File: src/rtl/fsb_pkg.sv
package fsb_pkg;
  localparam int REG_W    = 13;
  localparam int CLR_BIT  = REG_W - 1;
  localparam int OCP_N    = 8;
  // fault register field positions
  localparam int F_UV     = OCP_N;
  localparam int F_OV     = OCP_N + 1;
  localparam int F_TW     = OCP_N + 2;
  localparam int F_TSD    = OCP_N + 3;
  localparam int FLT_N    = F_TSD + 1;
  // status/control register field positions
  localparam int S_OLA    = 5;
  localparam int S_OLB    = 6;
  localparam int S_REF    = 7;
  localparam int S_STALL  = 8;
  localparam int STAT_N   = S_STALL - S_OLA + 1;
  localparam int C_FREQ   = 9;
  localparam int C_FILT   = 10;
  localparam int C_MIRR   = 11;
  localparam int CTRL_N   = C_MIRR - C_FREQ + 1;

  typedef enum logic { SEL_STAT = 1'b0, SEL_FLT = 1'b1 } reg_sel_e;
endpackage

File: src/rtl/fsb_rst_sync.sv
module fsb_rst_sync #(
  parameter int STAGES = 2
) (
  input  logic clk,
  input  logic rst_n,
  output logic rst_sync_n
);
  logic [STAGES-1:0] chain_q;
  logic [STAGES-1:0] chain_d;

  always_comb begin
    chain_d = {chain_q[STAGES-2:0], 1'b1};
  end

  always_ff @(posedge clk or negedge rst_n) begin
    if (!rst_n) chain_q <= '0;
    else        chain_q <= chain_d;
  end

  assign rst_sync_n = chain_q[STAGES-1];
endmodule

File: src/rtl/fsb_sticky.sv
module fsb_sticky #(
  parameter int W = 8
) (
  input  logic         clk,
  input  logic         rst_n,
  input  logic [W-1:0] set_i,
  input  logic         clr_i,
  output logic [W-1:0] q_o
);
  logic [W-1:0] flag_q;
  logic [W-1:0] flag_d;

  for (genvar i = 0; i < W; i++) begin : g_bit
    always_comb begin
      if (clr_i)        flag_d[i] = 1'b0;   // clear outranks a same-cycle event
      else if (set_i[i]) flag_d[i] = 1'b1;
      else              flag_d[i] = flag_q[i];
    end
  end

  always_ff @(posedge clk or negedge rst_n) begin
    if (!rst_n) flag_q <= '0;
    else        flag_q <= flag_d;
  end

  assign q_o = flag_q;
endmodule

File: src/rtl/fsb_ctrl.sv
module fsb_ctrl #(
  parameter int W = 3
) (
  input  logic         clk,
  input  logic         rst_n,
  input  logic         load_i,
  input  logic [W-1:0] d_i,
  output logic [W-1:0] q_o
);
  logic [W-1:0] ctrl_q;
  logic [W-1:0] ctrl_d;

  always_comb begin
    ctrl_d = ctrl_q;
    if (load_i) ctrl_d = d_i;
  end

  always_ff @(posedge clk or negedge rst_n) begin
    if (!rst_n) ctrl_q <= '0;
    else        ctrl_q <= ctrl_d;
  end

  assign q_o = ctrl_q;
endmodule

File: src/rtl/fault_status_bank.sv
module fault_status_bank
  import fsb_pkg::*;
(
  input  logic              clk,
  input  logic              rst_n,
  input  logic              wr_en,
  input  logic              wr_addr,
  input  logic [REG_W-1:0]  wr_data,
  input  logic              rd_addr,
  output logic [REG_W-1:0]  rd_data,
  input  logic [OCP_N-1:0]  ocp_evt,
  input  logic              uv_evt,
  input  logic              ov_evt,
  input  logic              twarn_evt,
  input  logic              tsd_evt,
  input  logic              stall_evt,
  input  logic              oload_a_evt,
  input  logic              oload_b_evt,
  input  logic              iref_ok,
  output logic              bridge_off,
  output logic              pwm_freq_sel,
  output logic              filt_time_sel,
  output logic              pwm_mirror_en,
  output logic              pwm_mirror_lvl
);
  logic              rst_sync_n;
  logic              wr_stat;
  logic              wr_flt;
  logic              clr_stat;
  logic              clr_flt;
  logic [FLT_N-1:0]  flt_set;
  logic [FLT_N-1:0]  flt_q;
  logic [STAT_N-1:0] st_set;
  logic [STAT_N-1:0] st_q;
  logic [CTRL_N-1:0] ctrl_q;
  logic [REG_W-1:0]  stat_word;
  logic [REG_W-1:0]  flt_word;

  fsb_rst_sync #(.STAGES(2)) u_rst (
    .clk       (clk),
    .rst_n     (rst_n),
    .rst_sync_n(rst_sync_n)
  );

  // write decode
  always_comb begin
    wr_stat  = wr_en && (reg_sel_e'(wr_addr) == SEL_STAT);
    wr_flt   = wr_en && (reg_sel_e'(wr_addr) == SEL_FLT);
    clr_stat = wr_stat && wr_data[CLR_BIT];
    clr_flt  = wr_flt  && wr_data[CLR_BIT];
  end

  // event collection, ordered by field position
  always_comb begin
    flt_set = {tsd_evt, twarn_evt, ov_evt, uv_evt, ocp_evt};
    st_set  = {stall_evt, ~iref_ok, oload_b_evt, oload_a_evt};
  end

  fsb_sticky #(.W(FLT_N)) u_flt (
    .clk  (clk),
    .rst_n(rst_sync_n),
    .set_i(flt_set),
    .clr_i(clr_flt),
    .q_o  (flt_q)
  );

  fsb_sticky #(.W(STAT_N)) u_stat (
    .clk  (clk),
    .rst_n(rst_sync_n),
    .set_i(st_set),
    .clr_i(clr_stat),
    .q_o  (st_q)
  );

  fsb_ctrl #(.W(CTRL_N)) u_ctrl (
    .clk   (clk),
    .rst_n (rst_sync_n),
    .load_i(wr_stat),
    .d_i   (wr_data[C_MIRR:C_FREQ]),
    .q_o   (ctrl_q)
  );

  // read words; clear bits always read 0
  always_comb begin
    flt_word                  = '0;
    flt_word[FLT_N-1:0]       = flt_q;
    stat_word                 = '0;
    stat_word[S_STALL:S_OLA]  = st_q;
    stat_word[C_MIRR:C_FREQ]  = ctrl_q;
    rd_data = (reg_sel_e'(rd_addr) == SEL_FLT) ? flt_word : stat_word;
  end

  always_comb begin
    bridge_off     = flt_q[F_TSD];
    pwm_freq_sel   = ctrl_q[C_FREQ - C_FREQ];
    filt_time_sel  = ctrl_q[C_FILT - C_FREQ];
    pwm_mirror_en  = ctrl_q[C_MIRR - C_FREQ];
    pwm_mirror_lvl = pwm_mirror_en && st_q[S_STALL - S_OLA];
  end
endmodule

File: config.mk
export PLATFORM = sky130hd
export DESIGN_NAME = fault_status_bank
export DESIGN_NICKNAME = d
export VERILOG_FILES = /design/src/rtl/fsb_pkg.sv /design/src/rtl/fsb_rst_sync.sv /design/src/rtl/fsb_sticky.sv /design/src/rtl/fsb_ctrl.sv /design/src/rtl/fault_status_bank.sv
export SDC_FILE = /design/constraint.sdc
export NUM_CORES = 1
export LEC_CHECK = 0
export ABC_AREA = 0
export BUFFER_PORTS_ARGS = -buffer_cell sky130_fd_sc_hd__buf_4
export CAP_MARGIN = 20
export CORE_MARGIN = 4
export CORE_UTILIZATION = 25
export CTS_CLUSTER_SIZE = 12
export DETAILED_ROUTE_END_ITERATION = 8
export GPL_ROUTABILITY_DRIVEN = 0
export GPL_TIMING_DRIVEN = 1
export PLACE_DENSITY = 0.58
export SLEW_MARGIN = 10
export SYNTH_ARGS = -nofsm -noshare
export SYNTH_HDL_FRONTEND = slang
export SYNTH_SLANG_ARGS = --single-unit
File: constraint.sdc
create_clock -name clk -period 1.62 [get_ports clk]
set_input_delay 0.162 -clock clk [delete_from_list [all_inputs] [get_ports clk]]
set_output_delay 0.162 -clock clk [all_outputs]
set_load 0.02 [all_outputs]
Yosys cells after proc, flatten, opt, wreduce, memory -nomap -nowiden
Index checks and enable logic that the tools add are counted.
{ "totals": {"word_cells": 73, "out_inout_bits": 18, "reg_bits": 21, "in_bits": 34} }
{ "classes": {"n_eq_ne": 1, "n_bitwise": 1, "n_mux": 33, "reduce_logical": 20} }
{ "ops": {"columns": ["operator", "n"], "rows": [
  ["2-to-1 mux 1 bit", 32],
  ["nonzero test 2 bit", 15],
  ["2-to-1 mux 12 bit", 1],
  ["logical AND 1 bit", 5],
  ["inequality test 2 x 1 -> 1 bit, second input constant", 1],
  ["NOT 1 bit", 1]
]} }

Logic depth before layout (Yosys ltp)
Gate-level depths: netlist (run 1).
{ "depth": {"word_depth": 4, "depth_mapped": 3, "depth_no_buf": 2} }

Hierarchy
From an unflattened synthesis (run 1), not the netlist that was laid out.
{ "unflattened": {"hier_cells": 62, "area_unflattened_um2": 985.9} }
{ "modules_own_cells": {"columns": ["mod", "cells_per_inst", "instances", "area_per_inst_um2", "seq_area_each_um2"], "rows": [
  ["fsb_sticky at u_flt", 25, 1, 494.2, 300.3],
  ["fault_status_bank", 20, 1, 188.9, 0.0],
  ["fsb_sticky at u_stat", 8, 1, 140.1, 100.1],
  ["fsb_ctrl", 6, 1, 108.9, 75.1],
  ["fsb_rst_sync", 3, 1, 53.8, 50.0]
]} }

Worst setup path before layout (run 1)
OpenSTA, ideal clock, no wires.
{ "synth_timing": {"path_type": "flip-flop to output port", "startpoint": "register u_ctrl.ctrl_q[0], in the netlist u_ctrl.q_o[0]", "endpoint": "output port rd_data[9]", "t_arrival_ns": 0.833, "stages_incl_launch_ff": 2, "n_path_buf": 0, "slack_ns": 0.625, "cell_sequence": "dfrtp_1 > mux2_1"} }
{ "synth_between": {"elab_chain_cells": 1} }
{ "synth_rtl": {"columns": ["element", "line", "rtl"], "rows": [
  ["start, declared", "fsb_ctrl.sv:10", "logic [W-1:0] ctrl_q;"],
  ["start signal, assigned", "fsb_ctrl.sv:20", "else ctrl_q <= ctrl_d;"],
  ["2-to-1 mux 12 bit", "fault_status_bank.sv:90", "rd_data = (reg_sel_e'(rd_addr) == SEL_FLT) ? flt_word : stat_word;"],
  ["end, declared", "fault_status_bank.sv:10", "output logic [REG_W-1:0] rd_data,"]
]} }
Every way passes these cells.

Worst setup path after layout (run 1)
Ends and elaborated chain as after synthesis.

==> results of run 1 <==
-- registers in the layout, indices dropped and copies added, names as in the netlist --
register       cells
u_stat.q_o         4
u_ctrl.q_o         3
u_flt.q_o         12
u_rst.chain_q      2
-- kinds of logic (layout without fill, tap and decap cells) --
logic type | count (synthesis) | count (layout) | share of synthesized area, %
compound gates | 17 | 17 | 14.1
mux | 9 | 9 | 13.9
buf+inv | 4 | 48 | 3.80
flops | 21 | 21 | 59.2
simple gates | 10 | 10 | 8.17
other cells | 2 | 2 | 0.845
-- cells in the final DEF, fill, tap and decap left out --
cell            n
inv_1           1
o21a_1         15
dlygate4sd3_1   2
nor2b_4         1
nand3b_1        1
nand2_1         1
o21ai_1         1
conb_1          2
dfrtp_1        21
mux2_4          6
and2_1          6
nand3_2         1
clkbuf_4        3
a21boi_1        1
buf_4          41
mux2_1          3
clkbuf_1        1
-- area by class of cell --
class / instances / area share [%]
Clock buffer: 4 / 2.07
Timing Repair Buffer: 43 / 25.8
Sequential cell: 21 / 41.4
Tap cell: 46 / 4.53
Inverter: 1 / 0.296
Multi-Input combinational cell: 38 / 25.9
-- worst max-delay path by stage --
stage / end / slack (ps)
after floorplan: rd_data[9] / 620
after global placement: rd_data[6] / 590
after detailed placement: rd_data[5] / 580
after CTS: rd_data[9] / 280
after global routing: rd_data[9] / 250
final: rd_data[9] / 300
-- power breakdown --
group          internal, mW  total, mW  switching (mW)
logic                 0.160      0.285           0.125
clock network        0.0957      0.245           0.150
registers             0.569      0.605          0.0366
total                 0.824       1.14           0.312
-- metrics by stage --
stage | utilization, % | hold WS, ps | worst slack, ps
after floorplan | - | -134 | 625
after global placement | 36.1 | -54.7 | 590
after detailed placement | 36.1 | -54.3 | 585
after CTS | 37.2 | 3.15 | 278
after global routing | 37.5 | 37.3 | 247
final | 37.5 | 60.5 | 296
-- routing by layer --
| layer | global-route usage (%) | vias up |
|---|---|---|
| met2 | 15.3 | 29 |
| met3 | 2.16 | 2 |
| li1 | - | 301 |
| met1 | 11.1 | 285 |
| met4 | 3.04 | 0 |
| met5 | 0 | - |
-- repair_timing --
item	CTS	global route
gates resized for setup	0	0
endpoints found under the hold margin	2	1
hold buffers	1	1
==> metrics.md, run 1 <==
| Metric | Value |
|---|---|
| Reg-to-Reg End | u_ctrl.q_o[2]$_DFFE_PN0N_ |
| Synth top area share | 59.2% |
| Slowest CP cell | dfrtp_1 |
| H-tree level count | 1 |
| CTS tree | done |
| Critical path's largest stage delay | 420 ps |
| Initial DRC count | 10 |
| Reg2Reg Setup Slack | 820 ps |
| FP Rows | 21 |
| Syn. warnings | 0 |
| Yosys cell types | 15 |
| Crit end category | output pin |
| Cells after synthesis | 63 |
| Yosys reg bits | 21 |
| Total I/O pin count | 52 |
| Worst min-delay path class | in2reg |
| Core area | 3390 sq um |
| DR DRC count | 0 |
| Placed wire-length estimate | 1.53 mm |
| Routed length per placed instance | 12.6 um |
| Inserted Diodes | 0 |
| R2R depth | 1 |
| Clock Skews | 2.66 ps |
| Worst path bufs/invs | 1 |
| CTS Buf Count | 3 |
| R2r startpoint | u_ctrl.q_o[2]$_DFFE_PN0N_ |
| Post-synth EDFFs | 0 |
| Vias per cell | 4.03 |
| RSZ-0062 raised after global routing | false |
| CP Max Fanout | 3 |
| Register area share after synthesis | 59.2% |
| Global-route wire length before repair | 3.11 mm |
| Setup_tns | 0 ps |
| Top-count cell post-synth | dfrtp_1 |
| Gr ovfl total | 0 |
| Pin count of the biggest net entering global routing | 20 |
| Max Used Layer | met4 |
| Initial antenna violation count | 0 |
| Max-slew headroom | 49.6% |
| Synth area leaders | dfrtp_1, o21a_1, mux2_4 |
| Clock root buffer | clkbuf_4 |
| Non-Filler Instances | 153 |
| Syn_nets | 97 |
| Initial core utilization | 26.2% |
| Dpl cell area | 1220 sq um |
| Final ANT Viol Nets | 0 |
| Design area | 1270 sq um |
| Register Area | 526 sq um |
| Post-CTS setup buffers | 0 |
| Most frequent cells after synthesis | dfrtp_1, o21a_1, and2_1, mux2_4, mux2_1 |
| Worst setup startpoint | u_ctrl.q_o[0]$_DFFE_PN0N_ |
| Data arrival, critical path | 1160 ps |
| M1 WL | 769 um |
| Outcome | finished clean |
| Met3 WL | 185 um |
| Crit share post-route | 81.7% |
| Ys async rst share | 100% |
| Die X-Extent | 67.6 um |
| Fin nets | 142 |
| Ys flop type | dfrtp_1 |
| Routed Wire Length | 1.93 mm |
| Fin. Hold Viols | 0 |
| Hold endpoint | u_flt.q_o[3]$_DFFE_PN0P_ |
| Worst endpoint required time | 1460 ps |
| Fillcell total | 340 |
| CP Cell Sequence | mux2_1, buf_4 |
| WS Path Type | reg2out |
| Tot GR Track Use | 9.00% |
| Total of max-cap violations | 0 |
| Synth Area per Inst | 14.1 sq um |
| Vias in the first global route | 672 |
| Drt first pass iters | 4 |
| Reg clk slew, reported paths | 110 ps |
| Die height | 67.6 um |
| Die Area | 4570 sq um |
| Synth-to-layout area growth | 43.0% |
| Fmax achieved | 0.755 GHz |
| Power Total | 1.14 mW |
| Clock Latency Late Sink | 290 ps |
| Sink Count | 21 |
| Fraction of layout cells with a size suffix above 1 | 48.6% |
| Via count | 617 |
| Multi-input logic area | 329 sq um |
| Lkg Pwr | 0.571 nW |
| Clock Tree Buf Depth | 2 |
| IR drop worst, VDD | 0.384 mV |
| Setup violations, final | 0 |
| Critical Path Start Type | flop |
| Pwr dens | 895 nW/um^2 |
| Placed cell count | 147 |
| Final Max Slew Viols | 0 |
| WP depth | 2 |
| Top delay family on crit path | flip-flops |
| Post-Syn Area | 888 sq um |
| Port buffer count | 41 |
| Final Critical Period | 1320 ps |
| Hold Crit Depth | 2 |
| Worst-Margin Slew | 756 ps |
| Hold Crit Start | ocp_evt[3] |
| Largest area contributor in the netlist | dfrtp_1 |
| WL met2 | 966 um |
No activity file was read; power rests on OpenSTA's default activity.
==> run 2, diff against run 1 <==
--- a/config.mk
+++ b/config.mk
@@ -14,7 +14,7 @@
 export DETAILED_ROUTE_END_ITERATION = 8
 export GPL_ROUTABILITY_DRIVEN = 0
 export GPL_TIMING_DRIVEN = 1
-export PLACE_DENSITY = 0.58
+export PLACE_DENSITY = 0.6
 export SLEW_MARGIN = 10
 export SYNTH_ARGS = -nofsm -noshare
 export SYNTH_HDL_FRONTEND = slang
==> constraint.sdc (replaced) <==
create_clock -name clk -period 1.06 [get_ports clk]
set_input_delay 0.106 -clock clk [delete_from_list [all_inputs] [get_ports clk]]
set_output_delay 0.106 -clock clk [all_outputs]
set_load 0.02 [all_outputs]
==> metrics.md, run 2 (synthesis gave the netlist of run 1 again) <==
| Metric | Value |
|---|---|
| Final Max Slew Viols | 0 (unchanged) |
| Final ANT Viol Nets | 0 (unchanged) |
| Worst endpoint required time | 950 ps (-510 ps) |
| Worst min-delay path class | in2reg |
| Clock Latency Late Sink | 300 ps (about the same) |
| WS Path Type | reg2out |
| Vias in the first global route | 790 (+18%) |
| R2r startpoint | u_ctrl.q_o[0]$_DFFE_PN0N_ |
| Setup violations, final | 15 (+15) |
| Outcome | complete, but fails checks |
| Drt first pass iters | 4 (unchanged) |
| H-tree level count | 1 (unchanged) |
| Dpl cell area | 1240 sq um (+1.2%) |
| Design area | 1520 sq um (+20%) |
| Commonest non-fill, non-tap cells in the layout | buf_4, dfrtp_1, buf_6, o21a_1, mux2_4 |
| Initial core utilization | 26.2% (unchanged) |
| Setup WS pre-CTS | 122 ps (-463 ps) |
| Fraction of layout cells with a size suffix above 1 | 59.8% (+11 points) |
| Total of max-cap violations | 0 (unchanged) |
| DR DRC count | 0 (unchanged) |
| Initial antenna violation count | 0 (unchanged) |
| CTS Buf Count | 3 (unchanged) |
| RSZ-0062 raised after global routing | true |
| Via count | 714 (+16%) |
| Lkg Pwr | 0.710 nW (+24%) |
| Die Area | 4570 sq um (unchanged) |
| Worst setup startpoint | u_stat.q_o[1]$_DFFE_PN0P_ |
| Setup WS post-layout | -168 ps (-464 ps) |
| Hold Crit Start | ocp_evt[5] |
| Reg clk slew, reported paths | 120 ps (about the same) |
| Crit share post-route | 116% |
| Pin count of the biggest net entering global routing | 14 (-30%) |
| Pwr dens | 1280 nW/um^2 (+43%) |
| Fin nets | 162 (+14%) |
| Inserted Diodes | 0 (unchanged) |
| Fin. Hold Viols | 0 (unchanged) |
| Routed Wire Length | 2.36 mm (+22%) |
| Tot GR Track Use | 11.0% (+2.0 points) |
| Synth-to-layout area growth | 71.0% |
| Vias per cell | 4.13 (+2.3%) |
| CP Max Fanout | 2 (-1) |
| Port buffer count | 41 (unchanged) |
| Final Critical Period | 1230 ps |
| Clock Skews | 7.17 ps (+4.51 ps) |
| Crit end category | output pin |
| Clock root buffer | clkbuf_4 |
| Initial DRC count | 13 (+3) |
| Placed wire-length estimate | 1.64 mm (+7.2%) |
| FP Rows | 21 (unchanged) |
| Fmax achieved | 0.814 GHz |
| Failing checks | negative setup slack |
| Gr ovfl total | 0 (unchanged) |
| Sink Count | 21 (unchanged) |
| Core area | 3390 sq um (unchanged) |
| Critical Path Start Type | flop |
| Max FFs per register | 12 (unchanged) |
| Leading cell type in the layout, fill and taps excluded | buf_4 |
| Global-route wire length before repair | 3.66 mm (+18%) |
| IR drop worst, VDD | 0.594 mV (+55%) |
| Die height | 67.6 um (unchanged) |
| Data arrival, critical path | 1120 ps (-40 ps) |
| CTS tree | done |
| Die X-Extent | 67.6 um (unchanged) |
| Clock Tree Buf Depth | 2 (unchanged) |
| Routed length per placed instance | 13.6 um (+7.8%) |
| Total I/O pin count | 52 (unchanged) |
-- run 2: critical path, cell delays in order, from the launching register on --
cell and delay [ps]:
dfrtp_1 410, mux2_4 280, buf_6 130
-- run 2: power breakdown --
group          total, mW  switching, mW  internal (mW)
sequential         0.911         0.0411          0.870
combinational      0.652          0.254          0.398
clock              0.380          0.233          0.146
total               1.94          0.528           1.41
-- run 2: what timing repair did --
| item | 4_1_cts | 5_1_grt |
|---|---|---|
| hold buffers | 5 | 2 |
| pin swaps | 1 | 1 |
| hold endpoints to repair | 6 | 2 |
| endpoints found under the setup margin | 13 | 16 |
| buffers inserted | 8 | 5 |
| resized for setup | 23 | 2 |
-- run 2: final cells by class --
type	instances	area [sq um]
Clock buffer	4	26.3
Fill cell	324	1870
Inverter	1	3.75
Multi-Input combinational cell	38	355
Sequential cell	21	526
Tap cell	46	57.6
Timing Repair Buffer	63	551
-- run 2: through the flow --
stage | util, % | instances | hold WS, ps | TNS (ps) | total power, mW
after floorplan | - | 63 | -190 | 0 | 1.17
after global placement | 36.5 | 149 | -110 | 0 | 1.38
after detailed placement | 36.5 | 149 | -107 | 0 | 1.39
after CTS | 42.9 | 166 | 7.03 | -1340 | 1.92
after global routing | 44.8 | 173 | 3.07 | -2290 | 2.05
final | 44.8 | 173 | 14.5 | -1420 | 1.94
-- run 2: metal layers --
layer / vias to the layer above / share of wire [%] / track usage, %
met4: 0 / 0 / 3.80
met1: 348 / 40 / 13.6
met3: 0 / 6.9 / 2.50
li1: 339 / - / -
met2: 27 / 53 / 18.8
met5: - / 0 / 0
-- run 2: path summary, 6_finish.rpt --
check / endpoint / slack, ps / cells past startpoint
max: rd_data[6] / -170 / 2
min: u_flt.q_o[5]$_DFFE_PN0P_ / 10 / 2
max reg2reg: u_ctrl.q_o[0]$_DFFE_PN0N_ / 50 / 3
min reg2reg: u_flt.q_o[8]$_DFFE_PN0P_ / 170 / 1
max in group asynchronous: u_ctrl.q_o[0]$_DFFE_PN0N_ / 710 / 1
min in group asynchronous: u_rst.chain_q[0]$_DFF_PN0_ / 120 / 2
